$ cat src/rtl/probe_check.sv
module probe_check #(
  parameter int VA_BITS   = 50,
  parameter int PA_BITS   = 48,
  parameter int PAGE_BITS = 12,
  parameter int ENTRIES   = 4,
  parameter int RID_W     = 8,
  parameter int KEY_W     = 4,
  localparam int VPN_W    = VA_BITS - PAGE_BITS,
  localparam int IDX_W    = (ENTRIES > 1) ? $clog2(ENTRIES) : 1
) (
  input  logic               clk,
  input  logic               rst_n,
  input  logic               req_valid,
  output logic               req_ready,
  input  logic [63:0]        req_addr,
  input  logic [1:0]         req_reg_lo,
  input  logic [1:0]         req_imm,
  input  logic               req_use_imm,
  input  logic [1:0]         req_kind,
  input  logic               req_fault_form,
  input  logic               ctl_dt,
  input  logic               ctl_pk,
  input  logic               ctl_ic,
  input  logic [8*RID_W-1:0] rr_rids,
  input  logic [KEY_W-1:0]   key_cur,
  input  logic               key_no_rd,
  input  logic               key_no_wr,
  input  logic               fill_en,
  input  logic [IDX_W-1:0]   fill_idx,
  input  logic               fill_valid,
  input  logic [RID_W-1:0]   fill_rid,
  input  logic [VPN_W-1:0]   fill_vpn,
  input  logic [1:0]         fill_pl,
  input  logic [2:0]         fill_ar,
  input  logic [KEY_W-1:0]   fill_key,
  output logic               rsp_valid,
  output logic               rsp_result,
  output logic [2:0]         rsp_fault,
  output logic [2:0]         rsp_synd,
  output logic               walk_req,
  output logic [63:0]        walk_addr
);

  localparam logic [2:0] F_NONE   = 3'd0;
  localparam logic [2:0] F_UNIMPL = 3'd1;
  localparam logic [2:0] F_ALT    = 3'd2;
  localparam logic [2:0] F_NEST   = 3'd3;
  localparam logic [2:0] F_RIGHTS = 3'd4;
  localparam logic [2:0] F_KEY    = 3'd5;

  logic [ENTRIES-1:0] e_v;
  logic [RID_W-1:0]   e_rid [ENTRIES];
  logic [VPN_W-1:0]   e_vpn [ENTRIES];
  logic [1:0]         e_pl  [ENTRIES];
  logic [2:0]         e_ar  [ENTRIES];
  logic [KEY_W-1:0]   e_key [ENTRIES];
  logic [ENTRIES-1:0] match;

  wire accept = req_valid && req_ready;
  wire [RID_W-1:0] cur_rid = rr_rids[req_addr[63:61]*RID_W +: RID_W];
  wire [VPN_W-1:0] cur_vpn = req_addr[VA_BITS-1:PAGE_BITS];
  wire va_bad  = |req_addr[60:VA_BITS];
  wire pa_bad  = |req_addr[63:PA_BITS];
  wire want_rd = req_kind[0] | ~req_kind[1];
  wire want_wr = req_kind[1];
  wire [1:0] pl = req_use_imm ? req_imm : req_reg_lo;

  for (genvar i = 0; i < ENTRIES; i++) begin : g_ent
    always_ff @(posedge clk or negedge rst_n)
      if (!rst_n) e_v[i] <= 1'b0;
      else if (fill_en && fill_idx == IDX_W'(i)) e_v[i] <= fill_valid;

    always_ff @(posedge clk)
      if (fill_en && fill_idx == IDX_W'(i)) begin
        e_rid[i] <= fill_rid;
        e_vpn[i] <= fill_vpn;
        e_pl[i]  <= fill_pl;
        e_ar[i]  <= fill_ar;
        e_key[i] <= fill_key;
      end

    assign match[i] = e_v[i] && e_rid[i] == cur_rid && e_vpn[i] == cur_vpn;
  end

  logic [1:0]       s_pl;
  logic [2:0]       s_ar;
  logic [KEY_W-1:0] s_key;
  always_comb begin
    s_pl = '0; s_ar = '0; s_key = '0;
    for (int i = ENTRIES - 1; i >= 0; i--)
      if (match[i]) begin
        s_pl = e_pl[i]; s_ar = e_ar[i]; s_key = e_key[i];
      end
  end

  wire hit      = |match;
  wire pl_ok    = pl >= s_pl;
  wire rd_grant = s_ar[0] && pl_ok;
  wire wr_grant = s_ar[1] && !s_ar[2] && pl_ok;
  wire rights_fail = (want_rd && !rd_grant) || (want_wr && !wr_grant);
  wire key_fail = ctl_pk && (s_key != key_cur || (want_rd && key_no_rd) || (want_wr && key_no_wr));
  wire permitted = !rights_fail && !key_fail;

  logic       n_walk, n_res;
  logic [2:0] n_flt;
  always_comb begin
    n_walk = 1'b0; n_res = 1'b0; n_flt = F_NONE;
    if (!req_fault_form) begin
      if (va_bad)      n_res = 1'b0;
      else if (hit)    n_res = permitted;
      else if (ctl_dt) n_walk = 1'b1;
      else             n_flt = ctl_ic ? F_ALT : F_NEST;
    end else if (!ctl_dt) begin
      if (pa_bad) n_flt = F_UNIMPL;
    end else begin
      if (va_bad)          n_flt = F_UNIMPL;
      else if (!hit)       n_walk = 1'b1;
      else if (!permitted) n_flt = rights_fail ? F_RIGHTS : F_KEY;
    end
  end

  always_ff @(posedge clk or negedge rst_n)
    if (!rst_n) begin
      req_ready  <= 1'b0;
      rsp_valid  <= 1'b0;
      rsp_result <= 1'b0;
      rsp_fault  <= F_NONE;
      rsp_synd   <= 3'b000;
      walk_req   <= 1'b0;
      walk_addr  <= '0;
    end else begin
      req_ready  <= 1'b1;
      rsp_valid  <= accept && !n_walk;
      walk_req   <= accept && n_walk;
      rsp_result <= accept && n_res;
      rsp_fault  <= accept ? n_flt : F_NONE;
      rsp_synd   <= (accept && n_flt != F_NONE) ? {1'b1, want_wr, want_rd} : 3'b000;
      if (accept) walk_addr <= req_addr;
    end

  assert_one_event_R1: assert property (@(posedge clk) disable iff (!rst_n)
    accept |=> (rsp_valid ^ walk_req));
  assert_quiet_R1: assert property (@(posedge clk) disable iff (!rst_n)
    !accept |=> (!rsp_valid && !walk_req));
  assert_fault_form_zero_R3: assert property (@(posedge clk) disable iff (!rst_n)
    (rsp_fault != F_NONE) |-> !rsp_result);
  assert_no_walk_untranslated_R8: assert property (@(posedge clk) disable iff (!rst_n)
    (accept && !ctl_dt) |=> !walk_req);
  assert_walk_addr_R8: assert property (@(posedge clk) disable iff (!rst_n)
    accept |=> (walk_addr == $past(req_addr)));
  assert_unimpl_result_R11: assert property (@(posedge clk) disable iff (!rst_n)
    (accept && !req_fault_form && |req_addr[60:VA_BITS]) |=> (rsp_valid && !rsp_result && rsp_fault == F_NONE));
  assert_synd_on_fault_R12: assert property (@(posedge clk) disable iff (!rst_n)
    (rsp_valid && rsp_fault != F_NONE) |-> (rsp_synd[2] && (rsp_synd[1] || rsp_synd[0])));
  assert_synd_clear_R12: assert property (@(posedge clk) disable iff (!rst_n)
    (rsp_fault == F_NONE) |-> (rsp_synd == 3'b000));

endmodule

$ cat config.mk
export PLATFORM = sky130hd
export DESIGN_NAME = probe_check
export DESIGN_NICKNAME = d
export VERILOG_FILES = /design/src/rtl/probe_check.sv
export SDC_FILE = /design/constraint.sdc
export NUM_CORES = 1
export LEC_CHECK = 0
export BUFFER_PORTS_ARGS = -buffer_cell sky130_fd_sc_hd__buf_2
export CORE_MARGIN = 2
export CORE_UTILIZATION = 55
export DETAILED_ROUTE_END_ITERATION = 8
export GPL_TIMING_DRIVEN = 1
export PLACE_DENSITY = 0.8
export SKIP_LAST_GASP = 1
export SYNTH_ARGS = -nofsm -noshare
export SYNTH_HDL_FRONTEND = slang
export SYNTH_SLANG_ARGS = --single-unit
$ cat constraint.sdc
create_clock -name clk -period 3.6 [get_ports clk]
set_input_delay 0.36 -clock clk [delete_from_list [all_inputs] [get_ports clk]]
set_output_delay 0.36 -clock clk [all_outputs]
set_load 0.005 [all_outputs]
# == Yosys cells after proc, flatten, opt, wreduce, memory -nomap -nowiden ==
# Memory sizes are Yosys's and may differ from the RTL's.
# Index checks and enable logic that the tools add are counted.
# W data, S select, Z words.
# classes
addsub,0
mul,0
div_mod_pow,0
order_cmp,1
eq_ne,12
n_shift,1
muxes,89
n_bitwise,2
reduce_logical,55
# op_table
operator,n
$eq A38 B38 Y1,4
$mux W38,3
$reduce_or A38 Y1,3
$shiftx A64 B7 Y8,1
$mux W2,26
$mux W3,14
$mux W1,36
$eq A8 B8 Y1,4
$mux W4,7
$logic_and A1 B1 Y1,26
$mux W8,3
$reduce_or A8 Y1,3
$reduce_or A16 Y1,1
$reduce_or A4 Y1,4
$reduce_or A11 Y1,1
$reduce_or A3 Y1,3
$logic_not A1 Y1,6
$reduce_or A2 Y1,3
$eq A2 B2 Y1 const B,2
$ne A4 B4 Y1,1
$logic_or A1 B1 Y1,3
$reduce_bool A3 Y1,1
$eq A2 B1 Y1 const B,1
$ge A2 B2 Y1,1
3 further kinds,3
# word_totals
ff_bits,78
latch_bits,0
ramBits,220
romBits,0
word_cells,176
mem_count,5
# mem_list
name,words,word_bits,read_ports,rd_ports_with_merged_regs,write_ports,line,text
e_vpn,4,38,4,0,1,53,logic [VPN_W-1:0] e_vpn [ENTRIES];
e_rid,4,8,4,0,1,52,logic [RID_W-1:0] e_rid [ENTRIES];
e_key,4,4,4,0,1,56,logic [KEY_W-1:0] e_key [ENTRIES];
e_ar,4,3,4,0,1,55,logic [2:0] e_ar [ENTRIES];
e_pl,4,2,4,0,1,54,logic [1:0] e_pl [ENTRIES];

# == Depth between registers and ports, before layout ==
# depth
word_depth,24
mapped_depth,19

# == Worst setup path before layout ==
# No wires, ideal clock.
# synth_timing
path_type,input -> register
start,input fill_idx[1]
end,register e_v[0]
t_arrival_ns,5.158
slack_ns,-1.643
cell_stages,2
path_buffers,0
cell_sequence,nor3b_1 -> mux2_2
# synth_between
elab_chain_cells,2
# synth_rtl
element,line,text
"start, declared",29,"input logic [IDX_W-1:0] fill_idx,"
$logic_not A2 Y1,71,else if (fill_en && fill_idx == IDX_W'(i)) e_v[i] <= fill_valid;
$logic_and A1 B1 Y1,71,
"end signal, assigned by index",71,
"end, declared",51,logic [ENTRIES-1:0] e_v;
# No other way between the ends.
# A chain may end at the register's enable or synchronous reset.

==> results.txt <==
* RSZ-0062 raised after global routing: true
- Total Routed Length: between 30000 and 40000 um
- Worst slew margin relative to its limit: a little under two fifths
- The wire-length estimate of the detail-placed layout is around 30000 um.
* Via count of the first global-routing pass: 9913
- Largest cells by area after synthesis: edfxtp_1 (49%), dfrtp_1 (14%), xnor2_1 (9.9%), mux2_2 (5.7%), nand4_1 (3.9%)
- Critical Path Source Type: flip-flop
- Setup-violating endpoint count in the final report: 6
* Gr ovfl total: 0
- The tool flagged a number of max-cap violations equal to 0.
- Final worst setup slack: -0.1572 ns
- For met3 alone, demand over resource in global routing was 4.907%.
- Summing internal, switching and leakage power gives 0.008873 W.
- For this run, design rule violations remaining after detail routing come to 0.
- STA puts the critical path data required time at 4.02 ns.
* Maximum buffer depth of the clock tree: 3
- The later pin in the worst-skew pair is clocked with a latency of between 0.5 and 0.6 ns.
- VDD sags by at most just over 400 uV.
* Fmax: 0.2662 GHz
- Row generation in the floorplan step produced 57 rows.
- On the final layout, the worst hold slack is 0.01884 ns.
* Clock skew after layout: 0.009672 ns
- Leading cell type in the layout, fill and taps excluded: buf_2
- The core region is 24180 um2.
- The biggest area contributor in the post-synthesis netlist is edfxtp_1.
- Post-synthesis cell area: approximately 13000 um2
* Top fanout value on the critical path: 4
- Area delta synth->final: 32.83%
- Hold crit path type: in2reg
- Measured along the x axis, the die boundary spans 160.6 um.
- Iteration count of the initial detailed-routing pass: 5
- 281 I/O pins were placed.
- Number of nets in the synthesized netlist: 1142
* Final core occ: 74.06%
- Vias post-DR: 9921
- Via-per-instance ratio: 5.685
* Kind of end point of the critical path: flip-flop
- The flow ran to the end, but the final reports show violations.
- Dividing total power by cell area gives a power density of 495.6 nW/um2.
- The final hold violation count is 0.
- The checks that failed: setup timing.
* Critical setup path kind: reg2reg
- In the global route stage, met2 resource usage came out at 48.88%.
- Number of clock buffers inserted by TritonCTS: 30
- Sequential-to-total area share from yosys stat: 63.49%
- Drt first-iter violations: 850
- For this run, the number of Yosys warnings is 0.
* Nets@finish: 1605
- Routability-driven placement finished with a final weighted congestion of 0.9761.
- Crit path DAT: roughly 4.2 ns
- The final count of pins violating max slew is 0.
- Counting flops with a built-in enable in the synthesized netlist gives 220.
* Number of fill cells: between 1.5k and 2k
- Proportion of layout cells with a drive suffix above 1: 44.58%
- Initial standard-cell utilization of the core: 55.75%
- In this run the vertical extent of the chip is 160.6 um.
- CTS built an H-tree with a depth of 1.
- CTS tree: yes
- Final ANT Viol Nets: 0
* Pin count of the biggest net entering global routing: between 60 and 70
- Cell chosen for the clock root: clkbuf_16
- Number of antenna violations at the first check in global routing: 1
- Average wire length per cell after detail routing: 22.17 um
- Cells after Synth: 933
- Static leakage: 7.068 nW
- In this run the biggest area consumer among cell types represents 49.01% of the synthesized area.
* Sink Count: 298
* Most used flip-flop cell after synthesis: edfxtp_1
- After synthesis, the share of flip-flops with an asynchronous set or reset is 26.17%.
- Measured slew at the worst slew-check pin: about 0.93 ns
- After synthesis the netlist holds a flip-flop and latch count of 298.
* Clk slew on worst S/H paths: 0.06 ns
* Top Usage Layer GRT: met2
- The netlist uses 58 different library cells.
- Fin crit share: 104.4%
- Clock period minus final worst setup slack: 3.757 ns
- Full die area: 25780 um2
- In the global route stage, overall resource usage came out at between 20 and 30%.
- The first global-routing pass estimated 57390 um of wire.
- The top cell types in the final layout, fill and taps aside, are buf_2 (279), edfxtp_1 (220), buf_4 (194).
* Worst-case setup slack after placement: -0.5670 ns
- Each instance of the synthesized netlist takes up on average around 14 um2.
- Met1 GRT Util: about two fifths
- Number of I/O port buffers: 280
-- repair_timing --
| item | in CTS | in global routing |
|---|---|---|
| endpoints found under the setup margin | 6 | 6 |
| endpoints found under the hold margin | 33 | 0 |
| gates resized for setup | 6 | 6 |
| hold buffers | 2 | 0 |
| setup buffers | 3 | 2 |
| pin swaps | 4 | 8 |
| gates cloned | 0 | 0 |
-- synth_stat cells (2+ instances only) --
cell and count:
a21oi_1 16, mux4_2 7, and2_1 2, mux4_1 3, clkbuf_1 39, buf_1 7, o2111ai_1 2, mux2i_1 17
nor2b_1 4, inv_1 14, nand3_1 22, nor2_1 19, nand3b_1 5, nand4_1 85, or4_1 4, nor3b_1 3
nand2_1 23, nand2b_1 4, or3_1 13, xnor2_1 152, mux2_2 68, nor4_1 24, dfrtp_1 78, o21ai_0 21
nor3_1 6, a22o_1 8, and3_1 5, a31oi_1 4, edfxtp_1 220, nor4_4 4, ha_1 2, and4_1 2
mux2i_4 5, xor2_1 21
-- area by class of cell --
type                            count  area [um2]  area share [%]
Multi-Input combinational cell    571        4782           26.71
Antenna cell                        1       2.502         0.01398
Clock inverter                     19       302.8           1.691
Tap cell                          324       405.4           2.264
Inverter                           14       52.55          0.2935
Timing Repair Buffer              481        2993           16.72
Sequential cell                   298        8558           47.80
Clock buffer                       37       808.3           4.514
-- flip-flops by register name, indices dropped and copies added (netlist names), 3 cells and up --
register and count:
e_pl 8, e_ar 12, e_vpn 152, walk_addr 64, rsp_synd 3, e_v 4, e_rid 32, rsp_fault 3
e_key 16
-- cells by family (layout without fill, tap and decap cells) --
family | count (synthesis) | in the layout | share of synthesized area (%)
xor gates and xnor gates | 173 | 173 | 11.24
AOI/OAI and AO/OA | 65 | 65 | 3.138
buffers and inverters | 64 | 551 | 1.996
DFF | 298 | 298 | 63.49
and+or+nand+nor | 230 | 230 | 10.39
other | 1 | 2 | 0.02782
muxes | 100 | 100 | 9.533
adders and majority gates | 2 | 2 | 0.1856
-- worst max-delay path, cell delays in order (launching register included) --
cell      delay (ns)
edfxtp_1        0.37
xnor2_1         0.14
buf_4           0.16
nand4_1         0.15
nor4_2          0.34
buf_4           0.19
nand4_1         0.20
nor4_4          0.42
nand3b_1        0.15
a21oi_1         0.16
a21oi_1         0.06
nor2_1          0.11
a21oi_1         0.07
ha_1            0.29
a21oi_1         0.06
a31o_1          0.21
a211o_1         0.26
o21ai_2         0.18
a31oi_1         0.10
-- layer usage --
layer | vias up | routed length, um
met5 | - | 0
met4 | 0 | 907
met3 | 65 | 3501
met2 | 491 | 18680
met1 | 4897 | 15610
li1 | 4468 | -
-- per-stage QoR --
stage          instances  setup TNS, ns  area, um2
2_1_floorplan        933       -0.02379      13510
3_3_place_gp        1681         -1.768      16640
3_5_place_dp        1681         -3.124      16640
4_1_cts             1742              0      17840
5_1_grt             1745         -1.535      17900
6_report            1745        -0.6458      17900
-- final timing paths --
path	cells past startpoint	slack (ns)	from	to
max reg2reg	18	-0.16	e_vpn[3][13]$_DFFE_PP_	rsp_synd[0]$_DFF_PN0_
min in group asynchronous	2	0.32	rst_n	walk_addr[18]$_DFFE_PN0P_
max in group asynchronous	3	2.51	rst_n	walk_addr[1]$_DFFE_PN0P_
min	1	0.02	fill_vpn[1]	e_vpn[3][1]$_DFFE_PP_
max	18	-0.16	e_vpn[3][13]$_DFFE_PP_	rsp_synd[0]$_DFF_PN0_
min reg2reg	2	0.48	walk_addr[28]$_DFFE_PN0P_	walk_addr[28]$_DFFE_PN0P_
-- report_power, final --
part,internal (W),switching [W]
clock network,0.00217,0.00130
registers,0.00395,0.000116
logic,0.000666,0.000670
Power figures use the tool's default switching activity.
